--- src/rtl/phycfg_pkg.sv ---
package phycfg_pkg;

  localparam logic [7:0] A_DLL_STAT = 8'h00;
  localparam logic [7:0] A_PAD_CTL  = 8'h01;
  localparam logic [7:0] A_ITAP     = 8'h0C;
  localparam logic [7:0] A_OTAP     = 8'h0D;
  localparam logic [7:0] A_MODE     = 8'h11;
  localparam logic [7:0] A_TRIM     = 8'h12;

  typedef enum logic [2:0] {
    TM_LEGACY  = 3'd0,
    TM_HISPEED = 3'd1,
    TM_HS200   = 3'd2,
    TM_DDR50   = 3'd3,
    TM_HS400   = 3'd4,
    TM_STROBE  = 3'd5
  } tmode_e;

  typedef enum logic [3:0] {
    ST_MODE    = 4'd0,
    ST_PAD_RD  = 4'd1,
    ST_PAD_WR  = 4'd2,
    ST_OTAP    = 4'd3,
    ST_ITAP    = 4'd4,
    ST_TRIM    = 4'd5,
    ST_DLL_OFF = 4'd6,
    ST_DLL_ON  = 4'd7,
    ST_POLL    = 4'd8
  } step_e;

  function automatic tmode_e decode_mode(input logic strobe, input logic [2:0] m);
    if (strobe) return TM_STROBE;
    if (m > 3'd4) return TM_LEGACY;
    return tmode_e'(m);
  endfunction

  function automatic logic [1:0] freq_code(input logic [1:0] sel);
    case (sel)
      2'd1:    return 2'd2;
      2'd2:    return 2'd1;
      default: return 2'd0;
    endcase
  endfunction

  function automatic logic [7:0] mode_word(input tmode_e m);
    case (m)
      TM_STROBE: return 8'h01;
      TM_HS400:  return 8'h02;
      TM_LEGACY: return 8'h04;
      TM_DDR50:  return 8'h08;
      default:   return 8'h00;
    endcase
  endfunction

  function automatic logic [7:0] tap_word(input logic [6:0] tap);
    return {tap, 1'b1};
  endfunction

  function automatic logic [7:0] otap_word(input tmode_e m);
    case (m)
      TM_LEGACY:  return 8'h00;
      TM_HISPEED: return tap_word(7'd3);
      TM_HS200:   return tap_word(7'd2);
      default:    return tap_word(7'd1);
    endcase
  endfunction

  function automatic logic [7:0] itap_word(input tmode_e m);
    case (m)
      TM_LEGACY, TM_HS200: return 8'h00;
      TM_HISPEED:          return tap_word(7'd2);
      TM_HS400:            return tap_word(7'd10);
      default:             return tap_word(7'd0);
    endcase
  endfunction

  function automatic logic [7:0] dll_on_word(input logic [1:0] fc);
    return {1'b0, fc, 5'b01000};
  endfunction

  function automatic logic [7:0] pad_merge(input logic [7:0] cur, input logic [1:0] drv);
    return cur | {4'b0000, drv, 2'b00};
  endfunction

  function automatic logic step_used(input step_e s, input tmode_e m);
    case (s)
      ST_PAD_RD, ST_PAD_WR:        return (m == TM_HS400) || (m == TM_HS200);
      ST_TRIM, ST_DLL_ON, ST_POLL: return m != TM_LEGACY;
      default:                     return 1'b1;
    endcase
  endfunction

endpackage

--- src/rtl/phycfg_step_decode.sv ---
module phycfg_step_decode
  import phycfg_pkg::*;
#(
  parameter logic [7:0] DLL_TRIM = 8'h08
) (
  input  step_e      step_i,
  input  tmode_e     mode_i,
  input  logic [1:0] fcode_i,
  input  logic [1:0] drv_i,
  input  logic [7:0] pad_i,
  output logic       used_o,
  output logic       we_o,
  output logic [7:0] addr_o,
  output logic [7:0] wdata_o
);

  always_comb begin
    used_o  = step_used(step_i, mode_i);
    we_o    = 1'b1;
    addr_o  = A_DLL_STAT;
    wdata_o = 8'h00;
    case (step_i)
      ST_MODE: begin
        addr_o  = A_MODE;
        wdata_o = mode_word(mode_i);
      end
      ST_PAD_RD: begin
        we_o   = 1'b0;
        addr_o = A_PAD_CTL;
      end
      ST_PAD_WR: begin
        addr_o  = A_PAD_CTL;
        wdata_o = pad_merge(pad_i, drv_i);
      end
      ST_OTAP: begin
        addr_o  = A_OTAP;
        wdata_o = otap_word(mode_i);
      end
      ST_ITAP: begin
        addr_o  = A_ITAP;
        wdata_o = itap_word(mode_i);
      end
      ST_TRIM: begin
        addr_o  = A_TRIM;
        wdata_o = DLL_TRIM;
      end
      ST_DLL_ON: begin
        wdata_o = dll_on_word(fcode_i);
      end
      ST_POLL: begin
        we_o = 1'b0;
      end
      default: begin
        wdata_o = 8'h00;
      end
    endcase
  end

endmodule

--- src/rtl/phycfg_port_master.sv ---
module phycfg_port_master #(
  parameter int AW = 8,
  parameter int DW = 8
) (
  input  logic          clk_i,
  input  logic          rst_ni,
  input  logic          issue_i,
  input  logic          we_i,
  input  logic [AW-1:0] addr_i,
  input  logic [DW-1:0] wdata_i,
  output logic          req_o,
  output logic          we_o,
  output logic [AW-1:0] addr_o,
  output logic [DW-1:0] wdata_o,
  input  logic          ack_i,
  output logic          xfer_done_o
);

  assign xfer_done_o = req_o && ack_i;

  always_ff @(posedge clk_i) begin
    if (!rst_ni) begin
      req_o   <= 1'b0;
      we_o    <= 1'b0;
      addr_o  <= '0;
      wdata_o <= '0;
    end else if (issue_i && !req_o) begin
      req_o   <= 1'b1;
      we_o    <= we_i;
      addr_o  <= addr_i;
      wdata_o <= wdata_i;
    end else if (xfer_done_o) begin
      req_o <= 1'b0;
    end
  end

endmodule

--- src/rtl/phycfg_lock_timer.sv ---
module phycfg_lock_timer #(
  parameter int LIMIT = 256
) (
  input  logic clk_i,
  input  logic rst_ni,
  input  logic run_i,
  output logic expired_o
);

  localparam int CW = $clog2(LIMIT + 1);

  logic [CW-1:0] cnt_q;

  assign expired_o = (cnt_q >= CW'(LIMIT));

  always_ff @(posedge clk_i) begin
    if (!rst_ni || !run_i) begin
      cnt_q <= '0;
    end else if (!expired_o) begin
      cnt_q <= cnt_q + CW'(1);
    end
  end

endmodule

--- src/rtl/phycfg_ctrl.sv ---
module phycfg_ctrl
  import phycfg_pkg::*;
#(
  parameter int         LOCK_TIMEOUT = 256,
  parameter logic [7:0] DLL_TRIM     = 8'h08,
  parameter int         LOCK_BIT     = 4
) (
  input  logic       clk_i,
  input  logic       rst_ni,
  input  logic       start_i,
  input  logic [2:0] mode_i,
  input  logic       strobe_en_i,
  input  logic [1:0] freq_sel_i,
  input  logic [1:0] drv_i,
  output logic       done_o,
  output logic       err_o,
  output logic       phy_req_o,
  output logic       phy_we_o,
  output logic [7:0] phy_addr_o,
  output logic [7:0] phy_wdata_o,
  input  logic       phy_ack_i,
  input  logic [7:0] phy_rdata_i
);

  typedef enum logic [1:0] {S_IDLE, S_RUN, S_FIN} state_e;

  state_e     state_q;
  step_e      step_q;
  tmode_e     mode_q;
  logic [1:0] fcode_q;
  logic [1:0] drv_q;
  logic [7:0] pad_q;
  logic [1:0] last_sel_q;
  logic       last_vld_q;
  logic       fail_q;

  logic       used;
  logic       dec_we;
  logic [7:0] dec_addr;
  logic [7:0] dec_wdata;
  logic       xfer_done;
  logic       lock_expired;

  // named events, also used by the checker
  logic busy;
  logic skip_hit;
  logic start_taken;
  logic issue;
  logic polling;
  logic lock_seen;

  assign busy        = (state_q != S_IDLE);
  assign skip_hit    = (state_q == S_IDLE) && start_i && last_vld_q && (freq_sel_i == last_sel_q);
  assign start_taken = (state_q == S_IDLE) && start_i && !skip_hit;
  assign issue       = (state_q == S_RUN) && used && !phy_req_o;
  assign polling     = (state_q == S_RUN) && (step_q == ST_POLL);
  assign lock_seen   = phy_rdata_i[LOCK_BIT];

  assign done_o = (state_q == S_FIN);
  assign err_o  = (state_q == S_FIN) && fail_q;

  phycfg_step_decode #(.DLL_TRIM(DLL_TRIM)) dec_i (
    .step_i  (step_q),
    .mode_i  (mode_q),
    .fcode_i (fcode_q),
    .drv_i   (drv_q),
    .pad_i   (pad_q),
    .used_o  (used),
    .we_o    (dec_we),
    .addr_o  (dec_addr),
    .wdata_o (dec_wdata)
  );

  phycfg_port_master #(.AW(8), .DW(8)) port_i (
    .clk_i       (clk_i),
    .rst_ni      (rst_ni),
    .issue_i     (issue),
    .we_i        (dec_we),
    .addr_i      (dec_addr),
    .wdata_i     (dec_wdata),
    .req_o       (phy_req_o),
    .we_o        (phy_we_o),
    .addr_o      (phy_addr_o),
    .wdata_o     (phy_wdata_o),
    .ack_i       (phy_ack_i),
    .xfer_done_o (xfer_done)
  );

  phycfg_lock_timer #(.LIMIT(LOCK_TIMEOUT)) timer_i (
    .clk_i     (clk_i),
    .rst_ni    (rst_ni),
    .run_i     (polling),
    .expired_o (lock_expired)
  );

  always_ff @(posedge clk_i) begin
    if (!rst_ni) begin
      state_q    <= S_IDLE;
      step_q     <= ST_MODE;
      mode_q     <= TM_LEGACY;
      fcode_q    <= 2'd0;
      drv_q      <= 2'd0;
      pad_q      <= 8'h00;
      last_sel_q <= 2'd0;
      last_vld_q <= 1'b0;
      fail_q     <= 1'b0;
    end else begin
      case (state_q)
        S_IDLE: begin
          if (skip_hit) begin
            fail_q  <= 1'b0;
            state_q <= S_FIN;
          end else if (start_taken) begin
            mode_q     <= decode_mode(strobe_en_i, mode_i);
            fcode_q    <= freq_code(freq_sel_i);
            drv_q      <= drv_i;
            last_sel_q <= freq_sel_i;
            last_vld_q <= 1'b1;
            fail_q     <= 1'b0;
            step_q     <= ST_MODE;
            state_q    <= S_RUN;
          end
        end
        S_RUN: begin
          if (!used) begin
            if (step_q == ST_POLL) state_q <= S_FIN;
            else step_q <= step_e'(step_q + 4'd1);
          end else if (xfer_done) begin
            if (step_q == ST_POLL) begin
              if (lock_seen) begin
                state_q <= S_FIN;
              end else if (lock_expired) begin
                fail_q  <= 1'b1;
                state_q <= S_FIN;
              end
            end else begin
              if (step_q == ST_PAD_RD) pad_q <= phy_rdata_i;
              step_q <= step_e'(step_q + 4'd1);
            end
          end
        end
        default: state_q <= S_IDLE;
      endcase
    end
  end

endmodule

--- config.mk ---
export PLATFORM = sky130hd
export DESIGN_NAME = phycfg_ctrl
export DESIGN_NICKNAME = d
export VERILOG_FILES = /design/src/rtl/phycfg_pkg.sv /design/src/rtl/phycfg_step_decode.sv /design/src/rtl/phycfg_port_master.sv /design/src/rtl/phycfg_lock_timer.sv /design/src/rtl/phycfg_ctrl.sv
export SDC_FILE = /design/constraint.sdc
export NUM_CORES = 1
export LEC_CHECK = 0
export BUFFER_PORTS_ARGS = -buffer_cell sky130_fd_sc_hd__buf_2
export CAP_MARGIN = 20
export CORE_AREA = 5 5 67 100
export DETAILED_ROUTE_END_ITERATION = 10
export DIE_AREA = 0 0 72 105
export HOLD_SLACK_MARGIN = 0.1
export PLACE_DENSITY = 0.76
export SYNTH_ARGS = -nofsm -noshare
export SYNTH_HDL_FRONTEND = slang
export SYNTH_HIERARCHICAL = 1
export SYNTH_SLANG_ARGS = --single-unit
--- constraint.sdc ---
create_clock -name clk_i -period 1.9 [get_ports clk_i]
set_input_delay 0.38 -clock clk_i [delete_from_list [all_inputs] [get_ports clk_i]]
set_output_delay 0.38 -clock clk_i [all_outputs]
set_load 0.005 [all_outputs]
=== Word-level counts from Yosys, hierarchy flattened ===
Index checks and enable logic that the tools add are counted.

* Memories: 0
* Word-level logic and storage cells: 129
* Bits in writable memories: 0
* Latch bits: 0
* Output and inout bits: 20
* ROM bits: 0
* Bits of input ports: 20
* Bits in registers: 52

* Div/mod/pow operators: 0
* Reduce and logical (&&, ||, !) cells: 31
* Equality and inequality tests: 29
* Multiply operators: 0
* Multiplexer cells: 48
* Add/sub/neg operators: 2
* Order comparisons: 2
* Shift-type cells: 0
* Bitwise gates (word level): 3

{| class="wikitable"
|+ Operators by type and width
! kind !! count
|-
| one-hot mux 8 bit (6 select lines) || 1
|-
| one-hot mux 5 bit (5 select lines) || 1
|-
| 2-to-1 mux 1 bit || 21
|-
| 2-to-1 mux 4 bit || 5
|-
| 2-to-1 mux 2 bit || 8
|-
| one-hot mux 4 bit (4 select lines) || 1
|-
| one-hot mux 5 bit (3 select lines) || 1
|-
| equality test 4 x 3 -> 1 bit, second input constant || 3
|-
| 2-to-1 mux 3 bit || 4
|-
| logical AND 1 bit || 10
|-
| inequality test 2 bit, second input constant || 5
|-
| AND reduction 5 bit || 2
|-
| adder 9 x 1 -> 9 bit, second input constant || 1
|-
| >= comparator 9 bit, second input constant || 1
|-
| one-hot mux 3 bit (3 select lines) || 1
|-
| equality test 4 x 2 -> 1 bit, second input constant || 2
|-
| OR 8 x 4 -> 8 bit || 1
|-
| one-hot mux 2 bit (2 select lines) || 2
|-
| one-hot mux 4 bit (2 select lines) || 1
|-
| AND reduction 7 bit || 1
|-
| equality test 3 x 2 -> 1 bit, second input constant || 2
|-
| equality test 3 bit, second input constant || 2
|-
| inequality test 3 x 2 -> 1 bit, second input constant || 2
|-
| inequality test 3 bit, second input constant || 2
|-
| other kinds (23) || 35
|}

=== Logic depth before layout (Yosys ltp) ===
* Word-level depth: 17
* Depth in mapped cells: 11
* Gate-level depth less buffers: 7

=== Hierarchy ===
Netlist, hierarchy kept.

{| class="wikitable"
|+ Modules (own cells, without submodules)
! module !! instances !! area each (µm²) !! sequential area each (µm²) !! cells an instance
|-
| phycfg_ctrl || 1 || 1214.9 || 500.5 || 135
|-
| phycfg_port_master || 1 || 739.5 || 360.3 || 79
|-
| phycfg_step_decode || 1 || 509.2 || 0.0 || 71
|-
| phycfg_lock_timer || 1 || 420.4 || 180.2 || 45
|}

=== Least setup slack after synthesis ===
No wires, ideal clock.

* Path type: register to register
* Start: register step_q[0]
* End: register step_q[2]
* Buffers on the path: 2
* Cell stages (with the launch flop): 10
* Clock period less this slack: 1.948 ns
* Library setup time: 0.070 ns
* Setup slack: -0.048 ns
* Data required time: 1.830 ns
* Data arrival time: 1.878 ns
* Cell sequence: dfxtp_1 buf_6 buf_6 xor2_1 o311a_1 a21oi_2 nand3b_1 nand2_1 or4_1 a21oi_1

* Longest elaborated chain between the ends: 5
* Elaborated cells between the ends (all ways): 15
* Those cells by class: 1 x add/sub; 6 x eq/ne; 5 x mux; 3 x reduce/logical

{| class="wikitable"
|+ RTL lines
! element !! line !! RTL
|-
| start, declared || phycfg_ctrl.sv:28 || <nowiki>step_e step_q;</nowiki>
|-
| start signal, assigned || phycfg_ctrl.sv:127 || <nowiki>else step_q <= step_e'(step_q + 4'd1);</nowiki>
|-
| start signal, assigned || phycfg_ctrl.sv:138 || <nowiki>step_q <= step_e'(step_q + 4'd1);</nowiki>
|-
| equality test 4 bit, or another cell as far along || phycfg_pkg.sv:86 || <nowiki>case (s)</nowiki>
|-
| OR reduction 3 bit / OR reduction 2 bit (equally long branches) || n/a ||
|-
| one-hot mux 1 bit (2 select lines) (*) || phycfg_pkg.sv:86 ||
|-
| net used || phycfg_ctrl.sv:37 || <nowiki>logic used;</nowiki>
|-
| inequality test 3 x 2 -> 1 bit (no line) / 2-to-1 mux 4 bit (equally long branches) || n/a ||
|-
| AND reduction 4 bit (no line) / one-hot mux 4 bit (2 select lines) (equally long branches) || n/a ||
|}

The timed path passes the listed nets; every way through them passes the cells marked *. The select of a mux whose other input is x is not followed.
A chain may end at the register's enable or synchronous reset.

=== Worst setup path in the final report ===
* Start: register mode_q[1]
* End: register state_q[1]

* Longest elaborated chain between the ends: 5
* Elaborated cells between the ends (all ways): 11
* Those cells by class: 5 x eq/ne; 3 x mux; 3 x reduce/logical

{| class="wikitable"
|+ RTL lines
! element !! line !! RTL
|-
| start, declared || phycfg_ctrl.sv:29 || <nowiki>tmode_e mode_q;</nowiki>
|-
| start signal, assigned || phycfg_ctrl.sv:114 || <nowiki>mode_q <= decode_mode(strobe_en_i, mode_i);</nowiki>
|-
| equality test 3 bit / equality test 3 x 2 -> 1 bit (equally long branches) || phycfg_pkg.sv:87 || <nowiki>ST_PAD_RD, ST_PAD_WR: return (m == TM_HS400) || (m == TM_HS200);</nowiki>
|-
| logical OR 1 bit || phycfg_pkg.sv:87 ||
|-
| one-hot mux 1 bit (2 select lines) (*) || phycfg_pkg.sv:86 ||
|-
| net used || phycfg_ctrl.sv:37 ||
|-
| inequality test 4 bit (no line), or another cell as far along || n/a ||
|-
| AND reduction 5 bit (no line) / one-hot mux 2 bit (2 select lines) (equally long branches) || n/a ||
|-
| end signal, assigned || phycfg_ctrl.sv:98 || <nowiki>state_q <= S_IDLE;</nowiki>
|-
| end signal, assigned || phycfg_ctrl.sv:112 || <nowiki>state_q <= S_FIN;</nowiki>
|-
| end signal, assigned || phycfg_ctrl.sv:121 || <nowiki>state_q <= S_RUN;</nowiki>
|-
| end, declared || phycfg_ctrl.sv:27 || <nowiki>state_e state_q;</nowiki>
|}

The timed path passes the listed nets; every way through them passes the cells marked *.

==> impl_metrics.yaml <==
clock_network:
  insertion_delay_ns: 0.31
  cts_tree: "done"
  path_clk_slew_ns: 0.10
  cts.sinks: 52
  cts_made_buffers: 5
  cts_root_buffer: "clkbuf_8"
  cts-htree-levels: 2
  clk_path_buf_depth: 2
timing:
  fin_crit_ns: 1.796
  min_period_over_period_pct: 94.52
  slew_headroom_pct: 65.34
  fmax_ghz: 0.5568
  tightest_slew_ns: 0.5129
  tns_ns: 0
  hold_viol_final: 0
  fin_skew_ns: 0.01163
  slew_violations: 0
  rsz0062_at_grt: "no"
  setup_viol: 0
worst_setup_path:
  worst_path_largest_cell_delay_ns: 0.36
  slowest_stage: "dfxtp_2"
  start_kind: "register"
  crit_fanout: 5
  cp_top_family: "simple AND/OR/NAND/NOR gates"
  cp.required_ns: 2.09
  end_kind: "register"
  critPathBufInv: 1
  cp_cell_sequence: "and2_4 > o311a_1 > a21oi_2 > buf_4 > nor3b_2 > mux2i_1 > nand2b_1 > nor4b_2"
  critPathArrivalTime_ns: 1.99
  critPathKind: "register to register"
routing:
  drt_iter0_markers: 93
  first_pass_iters: 4
  vias: 2392
  ant_nets: 0
  drc: 0
  wirelength_mm: 5.930
  via_per_inst: 5.304
  wire_per_inst_um: 13.15
pwr:
  power.density_nw_per_um2: 731.6
  netSwitchingFraction_pct: 28.84
  clkPwrFrac_pct: 26.4
  power.internal_uw: 1726
  pwr-share-comb_pct: 23.7
  p_leak_uw: 0.001443
  ir_drop_uv: 434.6
  p_sw_uw: 699.3
  p_seq_share_pct: 49.9
synthesis:
  synth_enable_flop_cells: 0
  synthArstFlopShare_pct: 0
  yosys_warnings: 6
  ys_ff_latch: 52
  synth-seq-area-share_pct: 36.10
  synth_ff_type: "dfxtp_1"
  synth_cells: 330
  yosys.area.top_type: "dfxtp_1"
  syn_area_um2: 2884
  syn_avg_cell_area_um2: 8.739
  netlist-cell-type-count: 65
  yosys-top-cells-area: "dfxtp_1, mux2i_1, nand2_1"
  synth_top_area_share_pct: 36.10
die:
  die_area_um2: 7560
  die_w_um: 72
  core_area_um2: 5700
  ios: 40
  start_util_pct: 50.59
  rows: 34
  die_h_um: 105
global_routing:
  grt_pass1_wl_mm: 9.804
  grt_usage_pct: 15.83
  antenna_found_initial: 0
  grt_max_degree: 25
  overflow: 0
  grt_pass1_vias: 2275
final_layout:
  fin_cells: 451
  drive_gt1_share_pct: 27.44
  final_common_cell: "nand2_1"
  nNetsFinal: 403
  antennaDiodeCount: 0
  syn_to_final_growth_pct: 14.92
  final_core_util_pct: 58.14
  final_cell_mix: "nand2_1, dfxtp_1, buf_2, mux2i_1, nor2_1"
placement:
  place.gp.congestion: 0.8510
  dp.cells: 440
  dpl.hpwl_mm: 4.450
  portBuffers: 39
status:
  status: "complete, no violations"
flow_run:
  drv_cap: 0
worst_hold_path:
  hold_class: "primary input to register"
## worst min-delay path: cells and delay by family
kind          cells  cell delay (ns)
buf+inv           1             0.07
mux               1             0.05
simple gates      1             0.07
## synthesized netlist by cell type, types with 2 or more instances
cell and number:
buf_4 8, a21oi_1 20, mux2i_1 30, and2_1 2, nor4bb_1 2, nor3b_1 3, nor2_1 28, o22ai_1 2
ha_1 5, buf_2 7, nand2_1 54, o31ai_1 2, nor2_2 2, o21ba_2 2, a211oi_1 3, clkbuf_1 2
a31oi_1 2, or3_1 6, nand4b_1 2, nand3b_1 6, nand3_1 5, o21ai_0 7, xor2_1 6, xnor2_1 4
buf_6 7, inv_1 7, nor3b_2 2, nor3_1 5, nand4_1 2, dfxtp_1 52, or4_1 3, nand2b_1 8
nor2b_1 2
## kinds of logic (layout without fill, tap and decap cells)
kind of cell / count (synthesis) / count (layout) / share of synthesized area [%]
AOI/OAI and AO/OA: 50 / 50 / 11.54
xor gates and xnor gates: 10 / 10 / 3.037
adders and majority gates: 5 / 5 / 2.169
buffers and inverters: 33 / 80 / 8.243
DFF: 52 / 52 / 36.10
muxes: 30 / 30 / 10.41
other: 1 / 3 / 0.1300
and+or+nand+nor: 149 / 149 / 28.37
## power groups by stage
stage | Sequential (uW) | Clock [uW] | Combinational, uW
global placement | 1240 | 0 | 529
floorplan | 1220 | 0 | 438
global route | 1220 | 712 | 629
CTS | 1210 | 669 | 543
detailed placement | 1240 | 0 | 539
finish | 1210 | 641 | 574
## state kept, by name (all words and copies together) (netlist names)
register and flops:
drv_q 2, port_i/we_o 1, port_i/addr_o 8, fcode_q 2, fail_q 1, last_sel_q 2, mode_q 3, state_q 2
port_i/req_o 1, port_i/wdata_o 8, last_vld_q 1, timer_i/cnt_q 9, pad_q 8, step_q 4
## layout make-up
type / instances / area (um^2)
Multi-Input combinational cell: 247 / 1653
Inverter: 7 / 26.28
Timing Repair Buffer: 65 / 400.4
Clock buffer: 6 / 82.58
Fill cell: 537 / 2386
Tap cell: 72 / 90.09
Clock inverter: 2 / 10.01
Sequential cell: 52 / 1052
## metal layers
metal | routed length (um) | vias up | track usage, %
met4 | 143 | 0 | 6.989
li1 | - | 1226 | -
met3 | 253 | 13 | 3.458
met5 | 0 | - | 0
met1 | 2394 | 1112 | 16.83
met2 | 3138 | 41 | 29.01
## what timing repair did
item / in CTS / in global routing
pin swaps: 0 / 1
hold buffers: 0 / 0
endpoints found under the setup margin: 1 / 26
resized for setup: 1 / 13
setup buffers: 0 / 3
## through the flow
step / hold WS (ns) / setup slack (ns) / total power, uW / instance area (um^2)
floorplan: 0.4420 / 0.003481 / 1654 / 2893
global placement: 0.4421 / 0.07904 / 1764 / 3152
detailed placement: 0.4460 / 0.04401 / 1779 / 3152
CTS: 0.2956 / 0.01951 / 2425 / 3246
global route: 0.3087 / 0.003264 / 2564 / 3314
finish: 0.3039 / 0.1040 / 2425 / 3314
## worst paths after layout
check | startpoint | endpoint | slack, ns | cells after the start
min | phy_rdata_i[0] | pad_q[0] | 0.30 | 3
min reg2reg | port_i/addr_o[6] | port_i/addr_o[6] | 0.46 | 2
max reg2reg | mode_q[1] | state_q[1] | 0.10 | 8
max | mode_q[1] | state_q[1] | 0.10 | 8
No activity file was read; power rests on OpenSTA's default activity.
